[src/rtl/asid_tlb_pkg.sv]
package asid_tlb_pkg;
  typedef enum logic [1:0] {
    INV_ALL  = 2'b00,
    INV_ASID = 2'b01,
    INV_VPN  = 2'b10,
    INV_NONE = 2'b11
  } inv_op_e;
endpackage

[src/rtl/tlb_match.sv]
module tlb_match #(
  parameter int unsigned ENTRIES = 32,
  parameter int unsigned VPN_W   = 20,
  parameter int unsigned ASID_W  = 8,
  localparam int unsigned IDX_W  = (ENTRIES > 1) ? $clog2(ENTRIES) : 1
) (
  input  logic [ENTRIES-1:0]             valid_i,
  input  logic [ENTRIES-1:0]             ng_i,
  input  logic [ENTRIES-1:0][VPN_W-1:0]  vpn_tab_i,
  input  logic [ENTRIES-1:0][ASID_W-1:0] asid_tab_i,
  input  logic [VPN_W-1:0]               vpn_i,
  input  logic [ASID_W-1:0]              asid_i,
  input  logic                           any_asid_i,
  output logic [ENTRIES-1:0]             match_o,
  output logic                           hit_o,
  output logic [IDX_W-1:0]               idx_o
);
  for (genvar g = 0; g < ENTRIES; g++) begin : g_cmp
    assign match_o[g] = valid_i[g] && (vpn_tab_i[g] == vpn_i) &&
                        (!ng_i[g] || any_asid_i || (asid_tab_i[g] == asid_i));
  end

  assign hit_o = |match_o;

  // lowest index wins
  always_comb begin
    idx_o = '0;
    for (int i = ENTRIES - 1; i >= 0; i--) begin
      if (match_o[i]) idx_o = IDX_W'(i);
    end
  end
endmodule

[src/rtl/tlb_victim.sv]
module tlb_victim #(
  parameter int unsigned ENTRIES = 32,
  localparam int unsigned IDX_W  = (ENTRIES > 1) ? $clog2(ENTRIES) : 1
) (
  input  logic [ENTRIES-1:0] valid_i,
  input  logic [IDX_W-1:0]   ptr_i,
  output logic [IDX_W-1:0]   victim_o
);
  logic found;

  always_comb begin
    victim_o = ptr_i;
    found    = 1'b0;
    for (int unsigned k = 0; k < ENTRIES; k++) begin
      int unsigned j;
      j = (int'(ptr_i) + k) % ENTRIES;
      if (!found && !valid_i[j]) begin
        victim_o = IDX_W'(j);
        found    = 1'b1;
      end
    end
  end
endmodule

[src/rtl/asid_tlb.sv]
module asid_tlb
  import asid_tlb_pkg::*;
#(
  parameter int unsigned ENTRIES = 32,
  parameter int unsigned VPN_W   = 20,
  parameter int unsigned PPN_W   = 24,
  parameter int unsigned ATTR_W  = 6,
  parameter int unsigned ASID_W  = 8
) (
  input  logic              clk_i,
  input  logic              rst_ni,
  input  logic              lkp_valid_i,
  input  logic [VPN_W-1:0]  lkp_vpn_i,
  input  logic [ASID_W-1:0] cur_asid_i,
  output logic              lkp_hit_o,
  output logic [PPN_W-1:0]  lkp_ppn_o,
  output logic [ATTR_W-1:0] lkp_attr_o,
  output logic              miss_req_o,
  output logic [VPN_W-1:0]  miss_vpn_o,
  output logic [ASID_W-1:0] miss_asid_o,
  input  logic              fill_valid_i,
  input  logic [VPN_W-1:0]  fill_vpn_i,
  input  logic [PPN_W-1:0]  fill_ppn_i,
  input  logic [ATTR_W-1:0] fill_attr_i,
  input  logic              fill_nglobal_i,
  input  logic              inv_valid_i,
  input  logic [1:0]        inv_op_i,
  input  logic [ASID_W-1:0] inv_asid_i,
  input  logic [VPN_W-1:0]  inv_vpn_i
);
  localparam int unsigned IDX_W = (ENTRIES > 1) ? $clog2(ENTRIES) : 1;

  logic [ENTRIES-1:0]             valid_q;
  logic [ENTRIES-1:0]             ng_q;
  logic [ENTRIES-1:0][VPN_W-1:0]  vpn_q;
  logic [ENTRIES-1:0][PPN_W-1:0]  ppn_q;
  logic [ENTRIES-1:0][ATTR_W-1:0] attr_q;
  logic [ENTRIES-1:0][ASID_W-1:0] asid_q;
  logic [IDX_W-1:0]               rr_q;

  logic [ENTRIES-1:0] lkp_match, ovl_match, kill;
  logic               lkp_any, ovl_any, fill_go;
  logic [IDX_W-1:0]   lkp_idx, ovl_idx, victim_idx, tgt_idx;
  inv_op_e            inv_op;

  assign inv_op  = inv_op_e'(inv_op_i);
  assign fill_go = fill_valid_i && !inv_valid_i;

  tlb_match #(.ENTRIES(ENTRIES), .VPN_W(VPN_W), .ASID_W(ASID_W)) u_lkp_match (
    .valid_i    (valid_q),
    .ng_i       (ng_q),
    .vpn_tab_i  (vpn_q),
    .asid_tab_i (asid_q),
    .vpn_i      (lkp_vpn_i),
    .asid_i     (cur_asid_i),
    .any_asid_i (1'b0),
    .match_o    (lkp_match),
    .hit_o      (lkp_any),
    .idx_o      (lkp_idx)
  );

  // overlap search for a fill: a global fill collides with any ASID
  tlb_match #(.ENTRIES(ENTRIES), .VPN_W(VPN_W), .ASID_W(ASID_W)) u_ovl_match (
    .valid_i    (valid_q),
    .ng_i       (ng_q),
    .vpn_tab_i  (vpn_q),
    .asid_tab_i (asid_q),
    .vpn_i      (fill_vpn_i),
    .asid_i     (cur_asid_i),
    .any_asid_i (!fill_nglobal_i),
    .match_o    (ovl_match),
    .hit_o      (ovl_any),
    .idx_o      (ovl_idx)
  );

  tlb_victim #(.ENTRIES(ENTRIES)) u_victim (
    .valid_i  (valid_q),
    .ptr_i    (rr_q),
    .victim_o (victim_idx)
  );

  assign tgt_idx = ovl_any ? ovl_idx : victim_idx;

  for (genvar g = 0; g < ENTRIES; g++) begin : g_kill
    always_comb begin
      case (inv_op)
        INV_ALL:  kill[g] = 1'b1;
        INV_ASID: kill[g] = ng_q[g] && (asid_q[g] == inv_asid_i);
        INV_VPN:  kill[g] = (vpn_q[g] == inv_vpn_i);
        default:  kill[g] = 1'b0;
      endcase
    end
  end

  always_ff @(posedge clk_i or negedge rst_ni) begin
    if (!rst_ni) begin
      valid_q <= '0;
      rr_q    <= '0;
    end else if (inv_valid_i) begin
      valid_q <= valid_q & ~kill;
    end else if (fill_go) begin
      for (int i = 0; i < ENTRIES; i++) begin
        if (ovl_match[i] && (IDX_W'(i) != tgt_idx)) valid_q[i] <= 1'b0;
      end
      valid_q[tgt_idx] <= 1'b1;
      if (!ovl_any) begin
        rr_q <= (victim_idx == IDX_W'(ENTRIES - 1)) ? '0 : victim_idx + 1'b1;
      end
    end
  end

  always_ff @(posedge clk_i) begin
    if (fill_go) begin
      ng_q[tgt_idx]   <= fill_nglobal_i;
      vpn_q[tgt_idx]  <= fill_vpn_i;
      ppn_q[tgt_idx]  <= fill_ppn_i;
      attr_q[tgt_idx] <= fill_attr_i;
      asid_q[tgt_idx] <= fill_nglobal_i ? cur_asid_i : '0;
    end
  end

  assign lkp_hit_o   = lkp_valid_i && lkp_any;
  assign lkp_ppn_o   = lkp_hit_o ? ppn_q[lkp_idx] : '0;
  assign lkp_attr_o  = lkp_hit_o ? attr_q[lkp_idx] : '0;
  assign miss_req_o  = lkp_valid_i && !lkp_any;
  assign miss_vpn_o  = lkp_vpn_i;
  assign miss_asid_o = cur_asid_i;
endmodule

[config.mk]
export PLATFORM = sky130hd
export DESIGN_NAME = asid_tlb
export DESIGN_NICKNAME = d
export VERILOG_FILES = /design/src/rtl/asid_tlb_pkg.sv /design/src/rtl/tlb_match.sv /design/src/rtl/tlb_victim.sv /design/src/rtl/asid_tlb.sv
export SDC_FILE = /design/constraint.sdc
export NUM_CORES = 2
export LEC_CHECK = 0
export BUFFER_PORTS_ARGS = -buffer_cell sky130_fd_sc_hd__buf_2
export CELL_PAD_IN_SITES_DETAIL_PLACEMENT = 0
export CELL_PAD_IN_SITES_GLOBAL_PLACEMENT = 1
export CORE_MARGIN = 5
export CORE_UTILIZATION = 53
export DETAILED_ROUTE_END_ITERATION = 16
export PLACE_DENSITY_LB_ADDON = 0.25
export SETUP_SLACK_MARGIN = 0.02
export SLEW_MARGIN = 0
export SYNTH_ARGS = -nofsm -noshare
export SYNTH_HDL_FRONTEND = slang
export SYNTH_SLANG_ARGS = --single-unit
[constraint.sdc]
create_clock -name clk_i -period 10.5 [get_ports clk_i]
set_input_delay 2.1 -clock clk_i [delete_from_list [all_inputs] [get_ports clk_i]]
set_output_delay 2.1 -clock clk_i [all_outputs]
set_load 0.02 [all_outputs]
==> Implementation_results.wiki <==
{| class="wikitable"
! Metric !! Value
|-
| Last weighted congestion value of the routability-driven placer || slightly above 1
|-
| Total overflow reported by the global router || 0
|-
| Routed wire length || approximately 420000 microns
|-
| Required time of the worst setup path || ~8400 ps
|-
| Final antenna-violating net count || 0
|-
| Clock-pin slew of the registers on the worst-case setup and hold paths || 60 ps
|-
| Number of primary I/O pins || 174
|-
| Number of synthesized flops with an enable pin || between 1.5k and 2k
|-
| Sort of element at the start of the critical path || primary input
|-
| Total CTS buffers || about 210
|-
| Vertical die dimension || approximately 460 microns
|-
| Maximum number of pins on one net before global-route repair || 60
|-
| R2R depth || 18
|-
| Layout filler cell count || approximately 16k
|-
| Number of antenna violations at the first check in global routing || 21
|-
| Number of max-capacitance violations reported || 3
|-
| Top FF cell, synth || edfxtp_1
|-
| Maximum clock frequency || approximately 98 MHz
|-
| Final Slew Violations || 6
|-
| Total of endpoints with negative setup slack in the final report || 0
|-
| Setup slack, reg-to-reg || approximately 1800 ps
|-
| RSZ-0062 raised after global routing || no
|-
| GRT Resource Usage Total || between 30% and 40%
|-
| Register cell area after layout || 57600 sq um
|-
| Footprint of the multi-input gates || about 47000 sq um
|-
| Overall Power || 0.0234 W
|-
| Cell area after technology mapping || between 100000 and 150000 sq um
|-
| Count of state elements after synthesis || between 1.5k and 2k
|-
| Via count || 76.9k
|-
| Clock tree from TritonCTS || done
|-
| Cells after synthesis || 8314
|-
| Share of final-layout standard cells stronger than drive strength 1 || approximately 14%
|-
| Hold_ws || 525 ps
|-
| Register area share after synthesis || ~54%
|-
| Async S/R FF share, synth || 1.92%
|-
| Type of destination of the critical path || output pin
|-
| Post-Synthesis Net Count || between 8k and 9k
|-
| Violations in the final reports || capacitance limit, slew limit
|-
| Cell type with the highest aggregate area in the netlist || edfxtp_1
|-
| Latest clock arrival within the worst-skew pair || ~890 ps
|-
| Post-DP HPWL || around 260000 microns
|-
| Wire length of the first global-routing pass || about 570000 microns
|-
| # hold bufs at CTS || 0
|-
| Root buffer selected by CTS || clkbuf_16
|-
| Die footprint || 211000 sq um
|-
| Starting DRT DRC Count || 10.6k
|-
| Synthesis-to-finish area growth || 12.2%
|-
| Crit Path Class || in -> out
|-
| Number of hold violations in the final report || 0
|-
| Number of rows in the core area || 164
|-
| Worst hold path type || reg -> reg
|-
| Fin area || between 100000 and 150000 sq um
|-
| Leakage || around 43 nW
|-
| Run status || finished with violations
|-
| Avg WL per Cell || about 37 microns
|-
| Maximum fanout count along the critical path || 32
|-
| Synth area leaders || edfxtp_1, xor2_1, xnor2_1, mux2i_1, nor4_1
|-
| Via density per instance || between 6 and 7
|-
| Buffers inserted by post-CTS timing repair || 0
|-
| CTS sink cnt || around 1.9k
|-
| Area of the core region || 200000 sq um
|-
| Startpoint of the lowest-slack register-to-register path || rr_q[1]
|-
| Arrival time at the worst endpoint || between 8000 and 9000 ps
|-
| Placed Area || approximately 110000 sq um
|-
| Yosys cell types || roughly 100
|-
| Final worst clock skew || between 90 and 100 ps
|-
| Post-layout nets || approximately 8.7k
|-
| Final sum of negative setup slack || 0 ps
|-
| Worst r2r dst || ppn_q[503]
|-
| Starting density of the core || a little over half
|-
| Hold Path Depth || 1
|-
| Initial DRT Pass Iterations || 7
|-
| Headroom to the max-slew limit || -6.42%
|-
| Core Util, Final || approximately 60%
|-
| Post-route DRC violation count || 0
|-
| Vias in the first global route || roughly 74k
|-
| Period minus WS final || 10170 ps
|-
| P per Cell Area || between 150 and 200 nW/um^2
|-
| Port Buffers || roughly 170
|-
| Resized Gates After CTS || 0
|-
| Worst ir drop on vdd || roughly 0.18 mV
|-
| Worst Tran Pin Value || 1580 ps
|-
| Most frequent cells after synthesis || edfxtp_1, xor2_1, xnor2_1
|-
| Yosys warning count || 0
|-
| Level count of the clock H-tree || 4
|-
| Clock tree buffer depth || 3
|-
| Most repeated cell in the gate-level netlist after synthesis || edfxtp_1
|-
| Hold-critical path endpoint || rr_q[4]
|-
| Fraction of the cycle the final worst path needs || 96.8%
|-
| Synthesized area per cell || 12.9 sq um
|-
| Hold Crit Start || rr_q[4]
|-
| Portion of synthesized cell area occupied by the leading cell type || 53.1%
|-
| Die extent in x || roughly 460 microns
|}
-- logic make-up (layout without fill, tap and decap cells) --
family	after synthesis	count (layout)	synth area share (%)
xor gates and xnor gates	2463	2463	20.2
DFF	1925	1925	53.9
and+or+nand+nor	1741	1741	9.34
muxes	844	844	9.11
AOI/OAI and AO/OA	711	711	4.80
buffers and inverters	616	1026	2.46
adders and majority gates	14	14	0.164
other	0	14	0
-- per-stage QoR --
stage | cells | setup WS (ps)
after floorplan | 8314 | 1480
after global placement | 11000 | 579
after detailed placement | 11000 | 518
after CTS | 11400 | 499
after global routing | 11400 | 350
final | 11400 | 335
-- how the worst max path moves through the flow --
stage | startpoint | endpoint | slack [ps]
6_report | cur_asid_i[5] | lkp_attr_o[5] | 330
5_1_grt | cur_asid_i[5] | lkp_ppn_o[18] | 350
4_1_cts | cur_asid_i[5] | lkp_attr_o[5] | 500
3_5_place_dp | cur_asid_i[5] | lkp_attr_o[5] | 520
3_3_place_gp | cur_asid_i[5] | lkp_attr_o[5] | 580
2_1_floorplan | fill_vpn_i[15] | asid_q[0] | 1480
-- report_power, final --
part           leakage [nW]  internal (W)  total, W  switching (W)
Sequential             17.5       0.00903   0.00954       0.000509
Combinational          22.6       0.00213   0.00646        0.00432
Clock                  3.27       0.00420   0.00736        0.00316
Total                  43.4        0.0154    0.0234        0.00799
-- routing by layer --
metal | wire (microns) | global-route usage, % | share of wire (%) | vias up
met5 | 45 | 0 | 0.011 | -
met4 | 30700 | 23.0 | 7.4 | 6
met3 | 42200 | 7.68 | 10 | 1268
met2 | 187000 | 60.1 | 45 | 5162
met1 | 157000 | 49.9 | 38 | 38900
li1 | - | - | - | 31600
-- layout make-up --
cell class | instances | area share [%]
Clock inverter | 130 | 1.19
Multi-Input combinational cell | 5773 | 39.2
Tap cell | 2656 | 2.77
Inverter | 39 | 0.124
Timing Repair Buffer | 609 | 4.23
Sequential cell | 1925 | 48.0
Clock buffer | 248 | 4.46
Antenna cell | 14 | 0.0292
-- critical path, stage by stage --
cell	delay, ps
buf_2	590
buf_4	320
xor2_1	170
nor4_1	80
a21boi_0	1190
or4_1	470
nand4_1	220
or3_1	530
a21boi_4	290
buf_4	540
nor3_2	130
buf_4	330
a221o_1	400
nor3b_1	150
o2111ai_1	280
buf_2	230
-- sequential cells by signal, indices dropped and copies added (netlist names) --
signal   flops
asid_q     256
attr_q     192
ng_q        32
vpn_q      640
rr_q         5
valid_q     32
ppn_q      768
-- layout by cell type (no fill, tap or decap), types with 90 or more instances in the layout --
cell,count
edfxtp_1,1888
nor3_1,121
buf_2,153
nor2_1,90
buf_4,385
clkbuf_16,207
nand4_1,236
a21oi_1,133
nand2_1,319
mux2i_1,611
mux2_2,148
nor4_1,412
nand3_1,178
xnor2_1,763
xor2_1,1699
(Power assumes the default switching activity.)
